<file path="config.mk">
export PLATFORM = sky130hd
export DESIGN_NAME = regbank_axil
export DESIGN_NICKNAME = d
export VERILOG_FILES = /design/src/rtl/regbank_pkg.sv /design/src/rtl/regbank_decode.sv /design/src/rtl/regbank_wr_chan.sv /design/src/rtl/regbank_rd_chan.sv /design/src/rtl/regbank_axil.sv
export SDC_FILE = /design/constraint.sdc
export NUM_CORES = 1
export LEC_CHECK = 0
export ABC_AREA = 1
export BUFFER_PORTS_ARGS = -buffer_cell sky130_fd_sc_hd__buf_4
export CORE_MARGIN = 3
export CORE_UTILIZATION = 57
export DETAILED_ROUTE_END_ITERATION = 12
export PLACE_DENSITY = 0.83
export SLEW_MARGIN = 15
export SYNTH_ARGS = -nofsm -noshare
export SYNTH_HDL_FRONTEND = slang
export SYNTH_HIERARCHICAL = 1
export SYNTH_SLANG_ARGS = --single-unit
</file>
<file path="constraint.sdc">
create_clock -name aclk -period 13.2 [get_ports aclk]
set_input_delay 2.64 -clock aclk [delete_from_list [all_inputs] [get_ports aclk]]
set_output_delay 2.64 -clock aclk [all_outputs]
set_load 0.02 [all_outputs]
</file>
<file path="src/rtl/regbank_pkg.sv">
`timescale 1ns/1ps
package regbank_pkg;

  typedef enum logic [1:0] {
    AXI_OKAY   = 2'b00,
    AXI_SLVERR = 2'b10
  } axi_resp_e;

  typedef enum logic [1:0] {
    REG_WO,
    REG_RW,
    REG_RO,
    REG_NONE
  } reg_class_e;

endpackage

</file>
<file path="src/rtl/regbank_decode.sv">
`timescale 1ns/1ps
module regbank_decode
  import regbank_pkg::*;
#(
  parameter int unsigned ADDR_W = 6,
  parameter int unsigned N_WO   = 2,
  parameter int unsigned N_RW   = 2,
  parameter int unsigned N_RO   = 2,
  parameter int unsigned IDX_W  = ADDR_W - 2
) (
  input  logic [ADDR_W-1:0] addr,
  output reg_class_e        cls,
  output logic [IDX_W-1:0]  loc
);

  localparam int unsigned LIM_WO = N_WO;
  localparam int unsigned LIM_RW = N_WO + N_RW;
  localparam int unsigned LIM_RO = N_WO + N_RW + N_RO;

  logic [31:0] word;

  // Class boundaries follow the fixed WO / RW / RO order
  always_comb begin
    word = 32'(addr[ADDR_W-1:2]);
    cls  = REG_NONE;
    loc  = '0;
    if (addr[1:0] != 2'b00) begin
      cls = REG_NONE;
    end else if (word < LIM_WO) begin
      cls = REG_WO;
      loc = IDX_W'(word);
    end else if (word < LIM_RW) begin
      cls = REG_RW;
      loc = IDX_W'(word - LIM_WO);
    end else if (word < LIM_RO) begin
      cls = REG_RO;
      loc = IDX_W'(word - LIM_RW);
    end
  end

endmodule

</file>
<file path="src/rtl/regbank_wr_chan.sv">
`timescale 1ns/1ps
module regbank_wr_chan #(
  parameter int unsigned ADDR_W = 6,
  parameter int unsigned DATA_W = 32,
  parameter int unsigned STRB_W = DATA_W / 8
) (
  input  logic              clk,
  input  logic              rst_n,
  input  logic [ADDR_W-1:0] awaddr,
  input  logic              awvalid,
  output logic              awready,
  input  logic [DATA_W-1:0] wdata,
  input  logic [STRB_W-1:0] wstrb,
  input  logic              wvalid,
  output logic              wready,
  output logic [1:0]        bresp,
  output logic              bvalid,
  input  logic              bready,
  input  logic [1:0]        resp_in,
  output logic              commit,
  output logic [ADDR_W-1:0] cmd_addr,
  output logic [DATA_W-1:0] cmd_data,
  output logic [STRB_W-1:0] cmd_strb
);

  logic aw_full_q, aw_full_d;
  logic w_full_q, w_full_d;
  logic bvalid_q, bvalid_d;
  logic [1:0] bresp_q, bresp_d;
  logic aw_take, w_take;

  assign awready = !aw_full_q && !bvalid_q;
  assign wready  = !w_full_q && !bvalid_q;
  assign aw_take = awvalid && awready;
  assign w_take  = wvalid && wready;
  assign commit  = aw_full_q && w_full_q;
  assign bvalid  = bvalid_q;
  assign bresp   = bresp_q;

  always_comb begin
    aw_full_d = aw_full_q;
    w_full_d  = w_full_q;
    bvalid_d  = bvalid_q;
    bresp_d   = bresp_q;
    if (aw_take) aw_full_d = 1'b1;
    if (w_take)  w_full_d  = 1'b1;
    if (commit) begin
      aw_full_d = 1'b0;
      w_full_d  = 1'b0;
      bvalid_d  = 1'b1;
      bresp_d   = resp_in;
    end else if (bvalid_q && bready) begin
      bvalid_d  = 1'b0;
    end
  end

  always_ff @(posedge clk or negedge rst_n) begin
    if (!rst_n) begin
      aw_full_q <= 1'b0;
      w_full_q  <= 1'b0;
      bvalid_q  <= 1'b0;
      bresp_q   <= 2'b00;
    end else begin
      aw_full_q <= aw_full_d;
      w_full_q  <= w_full_d;
      bvalid_q  <= bvalid_d;
      bresp_q   <= bresp_d;
    end
  end

  always_ff @(posedge clk or negedge rst_n) begin
    if (!rst_n) begin
      cmd_addr <= '0;
      cmd_data <= '0;
      cmd_strb <= '0;
    end else begin
      if (aw_take) cmd_addr <= awaddr;
      if (w_take) begin
        cmd_data <= wdata;
        cmd_strb <= wstrb;
      end
    end
  end

  // response held with stable code until taken
  a_r7_bresp_hold: assert property (@(posedge clk) disable iff (!rst_n)
    bvalid_q && !bready |=> bvalid_q && $stable(bresp_q));

  // a response only appears after both halves were held
  a_r7_resp_after_both: assert property (@(posedge clk) disable iff (!rst_n)
    $rose(bvalid_q) |-> $past(aw_full_q) && $past(w_full_q));

endmodule

</file>
<file path="src/rtl/regbank_rd_chan.sv">
`timescale 1ns/1ps
module regbank_rd_chan #(
  parameter int unsigned DATA_W = 32
) (
  input  logic              clk,
  input  logic              rst_n,
  input  logic              arvalid,
  output logic              arready,
  output logic [DATA_W-1:0] rdata,
  output logic [1:0]        rresp,
  output logic              rvalid,
  input  logic              rready,
  input  logic [DATA_W-1:0] rd_word,
  input  logic [1:0]        rd_resp
);

  logic rvalid_q, rvalid_d;
  logic fire;

  assign arready = !rvalid_q;
  assign fire    = arvalid && arready;
  assign rvalid  = rvalid_q;

  always_comb begin
    rvalid_d = rvalid_q;
    if (fire) rvalid_d = 1'b1;
    else if (rvalid_q && rready) rvalid_d = 1'b0;
  end

  always_ff @(posedge clk or negedge rst_n) begin
    if (!rst_n) begin
      rvalid_q <= 1'b0;
      rdata    <= '0;
      rresp    <= 2'b00;
    end else begin
      rvalid_q <= rvalid_d;
      if (fire) begin
        rdata <= rd_word;
        rresp <= rd_resp;
      end
    end
  end

  // read beat frozen while stalled
  a_r9_rdata_hold: assert property (@(posedge clk) disable iff (!rst_n)
    rvalid_q && !rready |=> rvalid_q && $stable(rdata) && $stable(rresp));

endmodule

</file>
<file path="src/rtl/regbank_axil.sv">
`timescale 1ns/1ps
module regbank_axil
  import regbank_pkg::*;
#(
  parameter int unsigned ADDR_W = 6,
  parameter int unsigned DATA_W = 32,
  parameter int unsigned N_WO   = 2,
  parameter int unsigned N_RW   = 2,
  parameter int unsigned N_RO   = 2,
  localparam int unsigned STRB_W  = DATA_W / 8,
  localparam int unsigned IDX_W   = ADDR_W - 2,
  localparam int unsigned WO_BITS = (N_WO > 0 ? N_WO : 1) * DATA_W,
  localparam int unsigned RW_BITS = (N_RW > 0 ? N_RW : 1) * DATA_W,
  localparam int unsigned RO_BITS = (N_RO > 0 ? N_RO : 1) * DATA_W
) (
  input  logic               aclk,
  input  logic               aresetn,
  input  logic [ADDR_W-1:0]  axil_awaddr,
  input  logic               axil_awvalid,
  output logic               axil_awready,
  input  logic [DATA_W-1:0]  axil_wdata,
  input  logic [STRB_W-1:0]  axil_wstrb,
  input  logic               axil_wvalid,
  output logic               axil_wready,
  output logic [1:0]         axil_bresp,
  output logic               axil_bvalid,
  input  logic               axil_bready,
  input  logic [ADDR_W-1:0]  axil_araddr,
  input  logic               axil_arvalid,
  output logic               axil_arready,
  output logic [DATA_W-1:0]  axil_rdata,
  output logic [1:0]         axil_rresp,
  output logic               axil_rvalid,
  input  logic               axil_rready,
  output logic [WO_BITS-1:0] wo_bus,
  output logic [RW_BITS-1:0] rw_bus,
  input  logic [RO_BITS-1:0] ro_bus
);

  // Reset: asynchronous assert, two-flop synchronous release
  logic [1:0] rst_pipe;
  logic       rst_n;

  always_ff @(posedge aclk or negedge aresetn) begin
    if (!aresetn) rst_pipe <= 2'b00;
    else          rst_pipe <= {rst_pipe[0], 1'b1};
  end
  assign rst_n = rst_pipe[1];

  // Write path
  logic              commit;
  logic [ADDR_W-1:0] cmd_addr;
  logic [DATA_W-1:0] cmd_data;
  logic [STRB_W-1:0] cmd_strb;
  reg_class_e        wcls;
  logic [IDX_W-1:0]  wloc;
  logic [1:0]        wresp;

  regbank_decode #(.ADDR_W(ADDR_W), .N_WO(N_WO), .N_RW(N_RW), .N_RO(N_RO), .IDX_W(IDX_W))
    u_wdec (.addr(cmd_addr), .cls(wcls), .loc(wloc));

  assign wresp = (wcls == REG_NONE) ? AXI_SLVERR : AXI_OKAY;

  regbank_wr_chan #(.ADDR_W(ADDR_W), .DATA_W(DATA_W), .STRB_W(STRB_W)) u_wr (
    .clk(aclk), .rst_n(rst_n),
    .awaddr(axil_awaddr), .awvalid(axil_awvalid), .awready(axil_awready),
    .wdata(axil_wdata), .wstrb(axil_wstrb), .wvalid(axil_wvalid), .wready(axil_wready),
    .bresp(axil_bresp), .bvalid(axil_bvalid), .bready(axil_bready),
    .resp_in(wresp), .commit(commit),
    .cmd_addr(cmd_addr), .cmd_data(cmd_data), .cmd_strb(cmd_strb)
  );

  function automatic logic [DATA_W-1:0] merge_bytes(
    input logic [DATA_W-1:0] old_v,
    input logic [DATA_W-1:0] new_v,
    input logic [STRB_W-1:0] strb
  );
    logic [DATA_W-1:0] res;
    res = old_v;
    for (int unsigned b = 0; b < STRB_W; b++)
      if (strb[b]) res[8*b +: 8] = new_v[8*b +: 8];
    return res;
  endfunction

  // Software-writable storage, one flop word per register
  generate
    if (N_WO == 0) begin : g_wo_none
      assign wo_bus = '0;
    end else begin : g_wo
      for (genvar k = 0; k < N_WO; k++) begin : g_reg
        logic [DATA_W-1:0] q, d;
        logic              en;
        always_comb begin
          en = commit && (wcls == REG_WO) && (wloc == IDX_W'(k));
          d  = merge_bytes(q, cmd_data, cmd_strb);
        end
        always_ff @(posedge aclk or negedge rst_n) begin
          if (!rst_n)  q <= '0;
          else if (en) q <= d;
        end
        assign wo_bus[k*DATA_W +: DATA_W] = q;
      end
    end
    if (N_RW == 0) begin : g_rw_none
      assign rw_bus = '0;
    end else begin : g_rw
      for (genvar k = 0; k < N_RW; k++) begin : g_reg
        logic [DATA_W-1:0] q, d;
        logic              en;
        always_comb begin
          en = commit && (wcls == REG_RW) && (wloc == IDX_W'(k));
          d  = merge_bytes(q, cmd_data, cmd_strb);
        end
        always_ff @(posedge aclk or negedge rst_n) begin
          if (!rst_n)  q <= '0;
          else if (en) q <= d;
        end
        assign rw_bus[k*DATA_W +: DATA_W] = q;
      end
    end
  endgenerate

  // Read path
  reg_class_e        rcls;
  logic [IDX_W-1:0]  rloc;
  logic [DATA_W-1:0] rd_word;
  logic [1:0]        rd_resp;

  regbank_decode #(.ADDR_W(ADDR_W), .N_WO(N_WO), .N_RW(N_RW), .N_RO(N_RO), .IDX_W(IDX_W))
    u_rdec (.addr(axil_araddr), .cls(rcls), .loc(rloc));

  always_comb begin
    rd_word = '0;
    rd_resp = AXI_OKAY;
    case (rcls)
      REG_RW:
        for (int unsigned k = 0; k < N_RW; k++)
          if (rloc == IDX_W'(k)) rd_word = rw_bus[k*DATA_W +: DATA_W];
      REG_RO:
        for (int unsigned k = 0; k < N_RO; k++)
          if (rloc == IDX_W'(k)) rd_word = ro_bus[k*DATA_W +: DATA_W];
      REG_NONE: rd_resp = AXI_SLVERR;
      default:  rd_word = '0;
    endcase
  end

  regbank_rd_chan #(.DATA_W(DATA_W)) u_rd (
    .clk(aclk), .rst_n(rst_n),
    .arvalid(axil_arvalid), .arready(axil_arready),
    .rdata(axil_rdata), .rresp(axil_rresp), .rvalid(axil_rvalid), .rready(axil_rready),
    .rd_word(rd_word), .rd_resp(rd_resp)
  );

  // rejected writes leave every register untouched
  a_r8_bad_write_no_change: assert property (@(posedge aclk) disable iff (!rst_n)
    commit && (wcls == REG_NONE) |=> $stable(wo_bus) && $stable(rw_bus));

  // writes aimed at hardware-owned words leave every register untouched
  a_r5_ro_write_no_change: assert property (@(posedge aclk) disable iff (!rst_n)
    commit && (wcls == REG_RO) |=> $stable(wo_bus) && $stable(rw_bus));

  // an all-zero strobe changes nothing
  a_r6_empty_strobe: assert property (@(posedge aclk) disable iff (!rst_n)
    commit && (cmd_strb == '0) |=> $stable(wo_bus) && $stable(rw_bus));

  // registers come out of reset cleared
  a_r10_reset_clear: assert property (@(posedge aclk) disable iff (!rst_n)
    $rose(rst_n) |-> (wo_bus == '0) && (rw_bus == '0));

endmodule

</file>
# == Yosys cells after proc, flatten, opt, wreduce, memory -nomap -nowiden ==
# Cells that the tools add are included.
# classes
magnitude_cmp,6
muxes,31
reduce_logical,43
eq_ne,7
addsub,4
# ops
op,count
$mux 32,4
$pmux 32 s2,1
$mux 4,8
$reduce_and 2->1,16
$lt 4x3->1 const B,4
$mux 2,8
$logic_and 1x1->1,14
$reduce_bool 2->1,6
$mux 1,10
$eq 4x1->1 const B,2
$logic_not 4->1,2
$lt 4x2->1 const B,2
$sub 4x2->4 const B,2
$sub 4x3->4 const B,2
$eq 2x2->1 const B,3
$eq 2x1->1 const B,2
$logic_not 1->1,4
$logic_not 2->1,1
# totals
wordCells,118
ff_bits,212
in_bits,119
output_inout_bits,169

# == Logic depth before layout (Yosys ltp) ==
# Gate-level depths: netlist of the first run.
# depth
ltp_word,9
ltp_mapped,17
ltp_nobuf,15

# == Cells and area by module ==
# The synthesis of the first run kept the hierarchy.
# by_module_without_submodules
mod,cells_each,instances,area_each_um2,seq_area_each_um2
regbank_axil,800,1,6597.6,3253.1
regbank_wr_chan,202,1,1929.4,1176.1
regbank_rd_chan,150,1,1451.4,875.8
regbank_decode,35,2,183.9,0.0

# == Least setup slack after synthesis of the first run ==
# OpenSTA, ideal clock, no wires.
# synth_path
kind,input port to flip-flop
start,in axil_araddr[4]
end,reg u_rd.rdata[18]
setup_time_ns,0.065
path_stages,15
path_slack_ns,8.919
n_path_buf,1
arrival_ns,4.216
t_required_ns,13.135
path_cell_list,inv_1 > ha_1 > inv_1 > nand3_1 > nand2_1 > nand2_2 > nor2_2 > nor2_2 > buf_2 > nand3_1 > nand2_1 > nand2_1 > a21oi_1 > nand3_1 > nand2_1
# synth_via
elab_cells_between_ends,22
classes_between,add/sub: 2; order compare: 3; eq/ne: 3; mux: 13; reduce/logical: 1
# synth_lines
item,line_no,text
start: declaration,regbank_axil.sv:28,"input logic [ADDR_W-1:0] axil_araddr,"
$lt 4x3->1,regbank_decode.sv:35,end else if (word < LIM_RO) begin
$mux 1,regbank_decode.sv:35,
$mux 2,regbank_decode.sv:32,end else if (word < LIM_RW) begin
$mux 2 *,regbank_decode.sv:29,end else if (word < LIM_WO) begin
$mux 2 *,regbank_decode.sv:27,if (addr[1:0] != 2'b00) begin
net rcls[0],regbank_axil.sv:124,reg_class_e rcls;
$eq 2x2->1 or $eq 2x1->1 (tied branches),regbank_axil.sv:135,case (rcls)
$pmux 32 s2 *,regbank_axil.sv:135,
net rd_word[18],regbank_axil.sv:126,logic [DATA_W-1:0] rd_word;
end signal: assignment,regbank_rd_chan.sv:38,rdata <= rd_word;
end: declaration,regbank_rd_chan.sv:9,"output logic [DATA_W-1:0] rdata,"
# The timed path passes the listed nets; every way through them passes the cells marked *.
# A chain may end at the register's enable or synchronous reset.

# == Worst setup path after layout of the first run ==
# layout_path
start,in axil_araddr[4]
end,reg u_rd.rdata[19]
# layout_via
elab_chain_len,9
elab_cells_between_ends,22
classes_between,add/sub: 2; order compare: 3; eq/ne: 3; mux: 13; reduce/logical: 1
# layout_lines
item,line_no,text
$sub 4x3->4 or $lt 4x3->1 (tied branches),"regbank_decode.sv:37, regbank_decode.sv:35",
$mux 4,regbank_decode.sv:35,
$mux 4,regbank_decode.sv:32,
$mux 4 *,regbank_decode.sv:29,
$mux 4 *,regbank_decode.sv:27,
net rloc[3],regbank_axil.sv:125,logic [IDX_W-1:0] rloc;
$logic_not 4->1,"regbank_axil.sv:138, regbank_axil.sv:141",
"$mux 32, on equally long branches (2 in series)","regbank_axil.sv:141, regbank_axil.sv:138",
$pmux 32 s2 *,regbank_axil.sv:135,
net rd_word[19],regbank_axil.sv:126,
# Marked as above.

==> key figures, run 1 <==
STA
  • Final Critical Period: 5.39 ns
  • FMAX: 186 MHz
  • Final setup vio count: 0
  • RSZ-0062 raised after global routing: no
  • TNS Setup: 0 ns
  • Final hold viol count: 0
  • Slew HR: 33.0%
  • Worst-Margin Slew: 1.00 ns
  • Max-slew violations: 0
  • Tcrit/Tclk final: 40.8%
  • Worst Skew: 0.00689 ns

Clock network
  • H-tree depth: 1
  • CTS clk-pin slew, worst paths: 0.06 ns
  • Clock tree buffer depth: 3
  • CTS tree: yes
  • # hold bufs at CTS: 0
  • Num CTS Buffers: 23
  • CTS resizes: 0
  • Postcts setup bufs: 0
  • Root Driver: clkbuf_16
  • Skew-Pair Late Insertion Delay: 0.49 ns
  • CTS Sinks: 212

Placed design
  • DP HPWL: 21.1 mm
  • Post-DP Area: 12,300 sq um
  • IO buf count: 287
  • GP Congestion: 0.924

Floorplanning
  • FP Rows: 48
  • IO Count: 288
  • Core area: 17,500 sq um
  • Die height: 141 um
  • Die width: 141 um
  • Die area: 19,800 sq um
  • Starting Density: 59.0%

Power
  • Combinational power share: 32.7%
  • Fraction of power consumed by the clock network: 26.6%
  • Switch share: 38.0%
  • Part of the power in registers: 40.8%
  • Cell-internal power: 0.00138 W
  • Pwr per Cell Area: 171 nW/um^2
  • Lkg Pwr: 6.79 nW
  • P_sw: 0.000845 W
  • VDD IR-drop max: 0.179 mV

Final layout
  • # nets final: 1,597
  • Fin area: 13,000 sq um
  • Antenna Cells: 0
  • Area Overhead vs Synth: 25.6%
  • Share of layout cells above drive strength 1: 28.2%

Drt
  • Avg WL per Cell: 17.6 um
  • DR iter-0 viols: 833
  • DRC: 0
  • ANT nets after route: 0
  • Vias: 9,399
  • TritonRoute pass-1 iters: 6
  • Final wirelength: 30.0 mm
  • Avg Vias per Cell: 5.51

GRT
  • Initial antenna violation count: 0
  • Vias in the first global route: 8,930
  • First-pass GRT wire length: 47.8 mm
  • Total grt overflow: 0
  • Total global-route track usage: 29.7%
  • Largest net degree at the start of global routing: 161

Logic synthesis
  • Register area share after synthesis: 51.3%
  • Cells after synthesis: 1,222
  • Top cell type's share of synthesized area: 51.3%
  • Area contributors post-synth: dfrtp_1 (51%), nand2_1 (15%), nand3_1 (9.9%), o21ai_0 (3.0%), o21ai_2 (2.7%)
  • Synth Cell Area: 10,300 sq um
  • Cell type with the largest total area after synthesis: dfrtp_1
  • Post-synthesis cell type count: 27
  • Mean Syn Cell Area: 8.47 sq um
  • Yosys warnings: 6
  • Yosys reg bits: 212

Critical path
  • Reg2Reg Setup Slack: 10.81 ns
  • Worst reg2reg startpoint: u_wr/bvalid
  • Max Fanout on Critical Path: 80
  • Critical Path RT: 13.63 ns
  • Setup CP Type: in2reg
  • CP Cell Sequence: buf_4, inv_1, ha_1, inv_1, nand3_1, nor2_1, nor2_1, nor2_1, nor2_4, buf_4, nand3_1, nand2_1, nand2_1, a21oi_1, nand3_1, nand2_1
  • Top delay family on crit path: simple AND/OR/NAND/NOR gates
  • Element type at the critical path start: input pin
  • Worst Setup End Kind: flip-flop
  • Reg2Reg Depth: 4
  • Crit path DAT: 5.82 ns
  • R2R Path End: u_wr/cmd_data[11]
  • CP max stage delay: 0.74 ns
  • Critical path's slowest cell: nor2_4
  • Bufs and invs on worst path: 4

Job
  • Max Cap Viol: 0

Worst hold path
  • Worst min path class: reg2async

Status
  • Status: complete, no violations
## cells in the final DEF, fill, tap and decap left out, types with 3 or more instances in the layout
master     count
a21oi_1       36
buf_4        290
clkbuf_1       5
clkbuf_16     23
clkinv_2       7
conb_1         3
dfrtp_1      211
ha_1           9
inv_1         54
inv_2          3
nand2_1      426
nand2_2       23
nand3_1      204
nand3_2        9
nand3_4        8
nor2_1        10
nor2_2         8
nor2_4         4
o21ai_0       63
o21ai_1       42
o21ai_2       32
## synth_stat cells
cell type / number
a21oi_1: 36
buf_1: 3
buf_12: 1
buf_2: 29
buf_4: 9
buf_6: 23
buf_8: 1
clkbuf_1: 6
conb_1: 2
dfrtp_1: 212
ha_1: 11
inv_1: 54
inv_2: 3
inv_4: 1
nand2_1: 426
nand2_2: 23
nand2_8: 1
nand3_1: 204
nand3_2: 9
nand3_4: 8
nor2_1: 11
nor2_2: 10
nor2_4: 1
nor2_8: 1
o21ai_0: 63
o21ai_1: 42
o21ai_2: 32
## how the worst max path moves through the flow
| stage | from | to | slack, ns | depth (start not counted) |
|---|---|---|---|---|
| global route | axil_araddr[4] | u_rd/rdata[21] | 7.47 | 16 |
| floorplan | rst_pipe[1] | g_rw.g_reg[0].q[0] | 6.85 | 0 |
| finish | axil_araddr[4] | u_rd/rdata[19] | 7.81 | 16 |
| global placement | axil_araddr[4] | u_rd/rdata[19] | 7.53 | 16 |
| detailed placement | axil_araddr[4] | u_rd/rdata[7] | 7.42 | 16 |
| CTS | axil_araddr[4] | u_rd/rdata[19] | 7.87 | 16 |
## kinds of logic (layout without fill, tap and decap cells)
kind of cell	after synthesis	count (layout)	share of synthesized area, %
DFF	212	212	51.3
AOI/OAI and AO/OA	173	173	9.53
and+or+nand+nor	694	694	30.4
other	2	3	0.0726
adders and majority gates	11	11	1.33
buffers and inverters	130	387	7.35
## per-layer routing
metal | wire (um) | track usage [%]
met5 | 0 | 0
met4 | 954 | 8.72
met3 | 2530 | 5.05
met2 | 14200 | 48.1
met1 | 12400 | 41.7
## power groups by stage
stage	logic [W]	clock network, W	registers, W
global placement	0.000703	0	0.000909
CTS	0.000726	0.000599	0.000903
finish	0.000726	0.000590	0.000906
detailed placement	0.000722	0	0.000912
global route	0.000797	0.000629	0.000923
floorplan	0.000381	0	0.000984
## layout make-up
| type | count | area (sq um) |
|---|---|---|
| Clock buffer | 29 | 608 |
| Timing Repair Buffer | 291 | 2200 |
| Clock inverter | 9 | 73.8 |
| Inverter | 58 | 220 |
| Sequential cell | 212 | 5310 |
| Multi-Input combinational cell | 881 | 4310 |
| Fill cell | 1377 | 4540 |
| Tap cell | 225 | 282 |
## flip-flops by register name (all words and copies together), names as in the netlist, 2 cells and up
signal	flops
u_wr/cmd_strb	4
u_wr/bresp	2
u_rd/rresp	2
rst_pipe	2
u_wr/cmd_data	32
u_rd/rdata	32
u_wr/cmd_addr	6
g_rw.g.q	64
g_wo.g.q	64
## stage by stage
stage / std cells / total power, W / hold slack, ns / setup WS, ns / util, %
final: 1705 / 0.00222 / 0.352 / 7.81 / 74.1
after global routing: 1705 / 0.00235 / 0.368 / 7.47 / 74.1
after CTS: 1705 / 0.00223 / 0.358 / 7.87 / 74.1
after detailed placement: 1667 / 0.00163 / 0.339 / 7.42 / 70.2
after global placement: 1667 / 0.00161 / 0.340 / 7.53 / 70.2
after floorplan: 1223 / 0.00137 / 0.331 / 6.85 / -
Note: power is estimated with default switching activity, not from simulation.
==> inputs of run 2 (changes only) <==
--- a/config.mk
+++ b/config.mk
@@ -5,12 +5,12 @@
 export SDC_FILE = /design/constraint.sdc
 export NUM_CORES = 1
 export LEC_CHECK = 0
-export ABC_AREA = 1
+export ABC_AREA = 0
 export BUFFER_PORTS_ARGS = -buffer_cell sky130_fd_sc_hd__buf_4
 export CORE_MARGIN = 3
-export CORE_UTILIZATION = 57
+export CORE_UTILIZATION = 52
 export DETAILED_ROUTE_END_ITERATION = 12
-export PLACE_DENSITY = 0.83
+export PLACE_DENSITY = 0.77
 export SLEW_MARGIN = 15
 export SYNTH_ARGS = -nofsm -noshare
 export SYNTH_HDL_FRONTEND = slang
==> constraint.sdc (replaced) <==
create_clock -name aclk -period 5.1 [get_ports aclk]
set_input_delay 1.02 -clock aclk [delete_from_list [all_inputs] [get_ports aclk]]
set_output_delay 1.02 -clock aclk [all_outputs]
set_load 0.02 [all_outputs]
==> key figures, run 2 <==
Status
  • Status: complete, no violations

STA
  • Max-slew violations: 0
  • Worst-Margin Slew: 1.10 ns
  • Final setup vio count: 0
  • Tcrit/Tclk final: 67.8%
  • Setup ws final: 1.64 ns
  • RSZ-0062 raised after global routing: no
  • Final hold viol count: 0
  • FMAX: 289 MHz
  • Final Critical Period: 3.46 ns
  • Slew HR: 26.5%
  • TNS Setup: 0 ns
  • Worst Skew: 0.0127 ns

Logic synthesis
  • Synth Cell Area: 9850 sq um
  • Cells after synthesis: 671
  • Yosys reg bits: 212
  • Mean Syn Cell Area: 14.7 sq um
  • Commonest register cell after synthesis: dfrtp_1
  • Yosys warnings: 6
  • Top cell type's share of synthesized area: 53.8%
  • Most numerous cell in the Yosys netlist: dfrtp_1
  • Post-synth EDFFs: 0
  • Post-synthesis cell type count: 39
  • Async SR Flop Fraction: 100%
  • Area contributors post-synth: dfrtp_1 (54%), mux2_2 (20%), mux2i_1 (6.5%), mux2_4 (4.7%), o22a_1 (2.8%)
  • Synth cell count leaders: dfrtp_1 (212), mux2_2 (175), mux2i_1 (64)
  • Register area share after synthesis: 53.8%
  • Cell type with the largest total area after synthesis: dfrtp_1

Clock network
  • Root Driver: clkbuf_16
  • CTS clk-pin slew, worst paths: 0.06 ns
  • CTS Sinks: 212
  • H-tree depth: 1
  • Skew-Pair Late Insertion Delay: 0.50 ns
  • CTS resizes: 0
  • # hold bufs at CTS: 0
  • Num CTS Buffers: 23
  • Postcts setup bufs: 0
  • CTS tree: yes
  • Clock tree buffer depth: 3

GRT
  • Largest net degree at the start of global routing: 77
  • Total global-route track usage: 24.1%
  • Vias in the first global route: 6,963
  • Total grt overflow: 0
  • Initial antenna violation count: 0
  • First-pass GRT wire length: 38.9 mm

Drt
  • Vias: 6,614
  • DR iter-0 viols: 184
  • ANT nets after route: 0
  • Final wirelength: 25.4 mm
  • TritonRoute pass-1 iters: 6
  • Avg WL per Cell: 21.0 um
  • DRC: 0
  • Avg Vias per Cell: 5.48

Final layout
  • Area Overhead vs Synth: 32.1%
  • # nets final: 1,093
  • Share of layout cells above drive strength 1: 57.9%
  • Biggest regs: g_rw.g.q (64), g_wo.g.q (64)
  • Antenna Cells: 0
  • Commonest cells after routing, fill and taps aside: buf_4 (294), dfrtp_1 (211), mux2_2 (175)
  • Most common cell after layout, fill and taps aside: buf_4

Power
  • Pwr per Cell Area: 441 nW/um^2
  • Part of the power in registers: 42.5%
  • Combinational power share: 27.4%
  • Cell-internal power: 0.00389 W
  • Fraction of power consumed by the clock network: 30.1%
  • Power, Total: 0.00574 W
  • Lkg Pwr: 6.68 nW
  • Switch share: 32.1%
  • VDD IR-drop max: 0.343 mV
  • P_sw: 0.00184 W

Critical path
  • Crit path DAT: 3.89 ns
  • Reg2Reg Depth: 9
  • Setup CP Type: in2reg
  • Max Fanout on Critical Path: 32
  • Worst Setup End Kind: flip-flop
  • Element type at the critical path start: input pin
  • Critical Path RT: 5.54 ns

Job
  • Max Cap Viol: 0

Floorplanning
  • Starting Density: 53.9%
  • Core area: 18,300 sq um
  • FP Rows: 49
  • Die area: 20,600 sq um
  • IO Count: 288
  • Die width: 144 um
  • Die height: 144 um

Placed design
  • IO buf count: 287
  • Pre-CTS setup slack: 1.21 ns
  • GP Congestion: 0.844
  • DP HPWL: 18.1 mm

Worst hold path
  • Worst min path class: in2async
run 2: cell count changes in the layout (fill, tap and decap cells not counted), moves of 23 or more:
cell / before / now
mux2i_1: 0 / 64
a21oi_1: 36 / 4
o21ai_2: 32 / 0
o22a_1: 0 / 32
mux2_4: 0 / 31
mux2_2: 0 / 175
o21ai_0: 63 / 1
inv_1: 54 / 12
nand2_2: 23 / 0
nand3_1: 204 / 2
nand2_1: 426 / 7
o21ai_1: 42 / 2
nor2_1: 10 / 38
run 2: layout make-up:
class                   instances  area, sq um
clock buffers                  31          626
flip-flops and latches        212         5310
fillers                      1282         5260
inverters                      12         45.0
repair buffers                296         2250
multi-input cells             418         4340
clock inverters                10          164
well taps                     229          287
run 2: cells by family after synthesis:
| group | after synthesis | synth area share, % |
|---|---|---|
| buffers and inverters | 42 | 2.41 |
| multiplexers | 270 | 31.2 |
| flip-flops | 212 | 53.8 |
| AND/OR/NAND/NOR | 80 | 6.53 |
| other | 2 | 0.0762 |
| AO/OA/AOI/OAI | 52 | 4.35 |
| XOR/XNOR | 2 | 0.178 |
| adder cells (fa/ha/maj) | 11 | 1.40 |
run 2: metal layers:
metal,part of all wire (%),wire [um],global-route usage [%],vias to the layer above
met5,0,0,0,-
met4,1.5,386,4.56,0
met3,5.6,1430,4.73,24
met2,50,12800,41.5,182
met1,43,10800,32.3,3377
li1,-,-,-,3031
run 2: path summary, 6_finish.rpt:
check                                 start                  end  slack, ns
hold reg to reg                 rst_pipe[0]          rst_pipe[1]       0.37
min in group aclk               rst_pipe[0]          rst_pipe[1]       0.37
max in group asynchronous       rst_pipe[1]       u_rd/rdata[25]       3.31
setup reg to reg           u_wr/cmd_addr[5]  g_wo.g_reg[0].q[11]       1.70
setup / recovery             axil_araddr[5]       u_rd/rdata[14]       1.64
hold / removal                      aresetn          rst_pipe[0]       0.29
run 2: stage by stage:
step / util [%] / cells / cell area (sq um) / hold WS [ns]
after global routing: 71.2 / 1208 / 13000 / 0.259
after detailed placement: 66.9 / 1167 / 12200 / 0.343
after global placement: 66.9 / 1167 / 12200 / 0.340
after CTS: 71.2 / 1208 / 13000 / 0.269
after floorplan: - / 672 / 9860 / 0.331
final: 71.2 / 1208 / 13000 / 0.287
run 2: worst max-delay path, stage by stage:
cell	delay, ns
buf_4	0.11
inv_1	0.08
ha_1	0.28
a211oi_2	0.24
a21oi_1	0.10
nand2b_1	0.22
inv_1	0.09
ha_1	0.13
or4b_2	0.98
o22a_1	0.35
nor2_1	0.12
mux2_4	0.16
run 2: power by group through the flow:
| stage | clock network [W] | registers (W) | logic [W] |
|---|---|---|---|
| after floorplan | 0 | 0.00258 | 0.000803 |
| after global placement | 0 | 0.00245 | 0.00155 |
| after detailed placement | 0 | 0.00247 | 0.00157 |
| after CTS | 0.00176 | 0.00244 | 0.00158 |
| after global routing | 0.00183 | 0.00250 | 0.00168 |
| final | 0.00173 | 0.00244 | 0.00157 |
==> inputs of run 3 (changes only) <==
--- a/config.mk
+++ b/config.mk
@@ -5,12 +5,12 @@
 export SDC_FILE = /design/constraint.sdc
 export NUM_CORES = 1
 export LEC_CHECK = 0
-export ABC_AREA = 0
+export ABC_AREA = 1
 export BUFFER_PORTS_ARGS = -buffer_cell sky130_fd_sc_hd__buf_4
 export CORE_MARGIN = 3
-export CORE_UTILIZATION = 52
+export CORE_UTILIZATION = 48
 export DETAILED_ROUTE_END_ITERATION = 12
-export PLACE_DENSITY = 0.77
+export PLACE_DENSITY = 0.74
 export SLEW_MARGIN = 15
 export SYNTH_ARGS = -nofsm -noshare
 export SYNTH_HDL_FRONTEND = slang
==> constraint.sdc (replaced) <==
create_clock -name aclk -period 2.95 [get_ports aclk]
set_input_delay 0.59 -clock aclk [delete_from_list [all_inputs] [get_ports aclk]]
set_output_delay 0.59 -clock aclk [all_outputs]
set_load 0.02 [all_outputs]
==> key figures, run 3 (synthesized netlist as in run 1, its figures left out) <==
Floorplanning
  • IO Count: 288
  • Die height: 153 um
  • FP Rows: 53
  • Starting Density: 49.1%
  • Core area: 21,100 sq um
  • Die area: 23,400 sq um
  • Die width: 153 um

Final layout
  • Fin area: 13,200 sq um
  • Layout fillers: 1,853
  • # nets final: 1,611
  • Antenna Cells: 0
  • Area Overhead vs Synth: 28.0%
  • Most common cell after layout, fill and taps aside: nand2_1
  • Share of layout cells above drive strength 1: 28.4%
  • Biggest regs: g_rw.g.q (64), g_wo.g.q (64)
  • Final Util: 62.8%
  • Commonest cells after routing, fill and taps aside: nand2_1 (426), buf_4 (298), dfrtp_1 (211)
  • Non-Filler Instances: 1,770

STA
  • Final Critical Period: 2.40 ns
  • Max-slew violations: 0
  • Final setup vio count: 0
  • RSZ-0062 raised after global routing: no
  • Tcrit/Tclk final: 81.3%
  • FMAX: 417 MHz
  • TNS Setup: 0 ns
  • Final hold viol count: 0
  • Setup ws final: 0.551 ns
  • Slew HR: 53.9%
  • Worst-Margin Slew: 0.689 ns
  • Worst Skew: 0.0103 ns

Power
  • Pwr per Cell Area: 759 nW/um^2
  • Cell-internal power: 0.00629 W
  • Combinational power share: 32.7%
  • P_sw: 0.00376 W
  • Switch share: 37.4%
  • Part of the power in registers: 40.0%
  • Fraction of power consumed by the clock network: 27.3%
  • VDD IR-drop max: 0.505 mV
  • Lkg Pwr: 6.89 nW

Status
  • Status: complete, no violations

Critical path
  • Element type at the critical path start: flip-flop
  • CP Cell Sequence: inv_2, ha_1, nand2_1, o21ai_0, nor2_1, nor2_2, nand3_1, nor2_2, nand2_2, o21ai_0
  • Max Fanout on Critical Path: 16
  • Setup CP Type: reg2reg
  • Crit path DAT: 2.80 ns
  • CP max stage delay: 0.44 ns
  • Worst reg2reg startpoint: u_wr/cmd_addr[5]
  • Critical path's slowest cell: dfrtp_1
  • Worst Setup End Kind: flip-flop
  • Crit path launch: u_wr/cmd_addr[5]
  • Critical Path RT: 3.35 ns

Drt
  • Avg WL per Cell: 16.8 um
  • Final wirelength: 29.8 mm
  • ANT nets after route: 0
  • DRC: 0
  • Vias: 9,327
  • TritonRoute pass-1 iters: 5
  • Avg Vias per Cell: 5.27
  • DR iter-0 viols: 664

GRT
  • Vias in the first global route: 8,711
  • Largest net degree at the start of global routing: 62
  • Total grt overflow: 0
  • First-pass GRT wire length: 47.4 mm
  • Total global-route track usage: 24.6%
  • Initial antenna violation count: 0

Clock network
  • # hold bufs at CTS: 1
  • Skew-Pair Late Insertion Delay: 0.50 ns
  • CTS clk-pin slew, worst paths: 0.06 ns
  • Postcts setup bufs: 0
  • H-tree depth: 1
  • Root Driver: clkbuf_16
  • CTS tree: yes
  • CTS Sinks: 212
  • Clock tree buffer depth: 3
  • CTS resizes: 0
  • Num CTS Buffers: 23

Job
  • Max Cap Viol: 0

Placed design
  • Pre-CTS setup slack: 0.226 ns
  • Placed insts: 1,730
  • DP HPWL: 21.4 mm
  • IO buf count: 287
  • GP Congestion: 0.875
  • Post-DP Area: 12,500 sq um

Worst hold path
  • HP Start: axil_bready
  • Worst min path class: in2reg
[run 3: changes by cell type in the layout (fill, tap and decap cells not counted), sizes merged, moves of 16 or more]
cell   change
inv       +44
o22a      -32
nand2    +443
o21ai    +134
mux2i     -64
nand3    +219
a21oi     +32
nor2      -16
mux2     -206
[run 3: power groups by stage]
stage	combinational [W]	clock (W)	sequential (W)
6_report	0.00329	0.00274	0.00403
5_1_grt	0.00361	0.00291	0.00411
4_1_cts	0.00330	0.00280	0.00403
3_5_place_dp	0.00328	0	0.00407
3_3_place_gp	0.00322	0	0.00405
2_1_floorplan	0.00170	0	0.00440
[run 3: path summary, 6_finish.rpt]
path	slack, ns	cells after the start	end
worst max-delay path	0.55	10	g_rw.g_reg[0].q[26]
worst min register to register	0.29	0	u_wr/cmd_data[6]
min in group asynchronous	0.29	0	u_wr/cmd_data[6]
worst max register to register	0.55	10	g_rw.g_reg[0].q[26]
max in group asynchronous	1.87	1	g_rw.g_reg[0].q[8]
worst min-delay path	0.28	2	u_wr/bvalid
[run 3: layout make-up]
type,count,area [sq um],share of cell area [%]
Clock buffer,34,627,4.73
Clock inverter,5,75.1,0.567
Inverter,58,220,1.66
Multi-Input combinational cell,881,4300,32.5
Sequential cell,212,5310,40.1
Tap cell,275,344,2.60
Timing Repair Buffer,305,2370,17.9
[run 3: stage by stage]
step           power (W)  hold WS (ns)
5_1_grt           0.0106         0.276
2_1_floorplan    0.00611         0.294
3_5_place_dp     0.00735         0.319
3_3_place_gp     0.00726         0.308
6_report          0.0101         0.279
4_1_cts           0.0101         0.262
[run 3: worst max-delay path: cells and delay by family, from the launching register on]
kind	cells	cell delay, ns
buffers and inverters	1	0.12
flip-flops	1	0.44
adder cells (fa/ha/maj)	1	0.26
AO/OA/AOI/OAI	2	0.45
AND/OR/NAND/NOR	6	1.03
[run 3: layer usage]
metal / routed length, um / part of all wire, % / GRT usage [%] / vias to the layer above
li1: - / - / - / 4508
met4: 784 / 2.6 / 6.19 / 0
met5: 0 / 0 / 0 / -
met1: 12800 / 43 / 35.1 / 4400
met3: 2060 / 6.9 / 4.30 / 52
met2: 14100 / 47 / 39.3 / 367
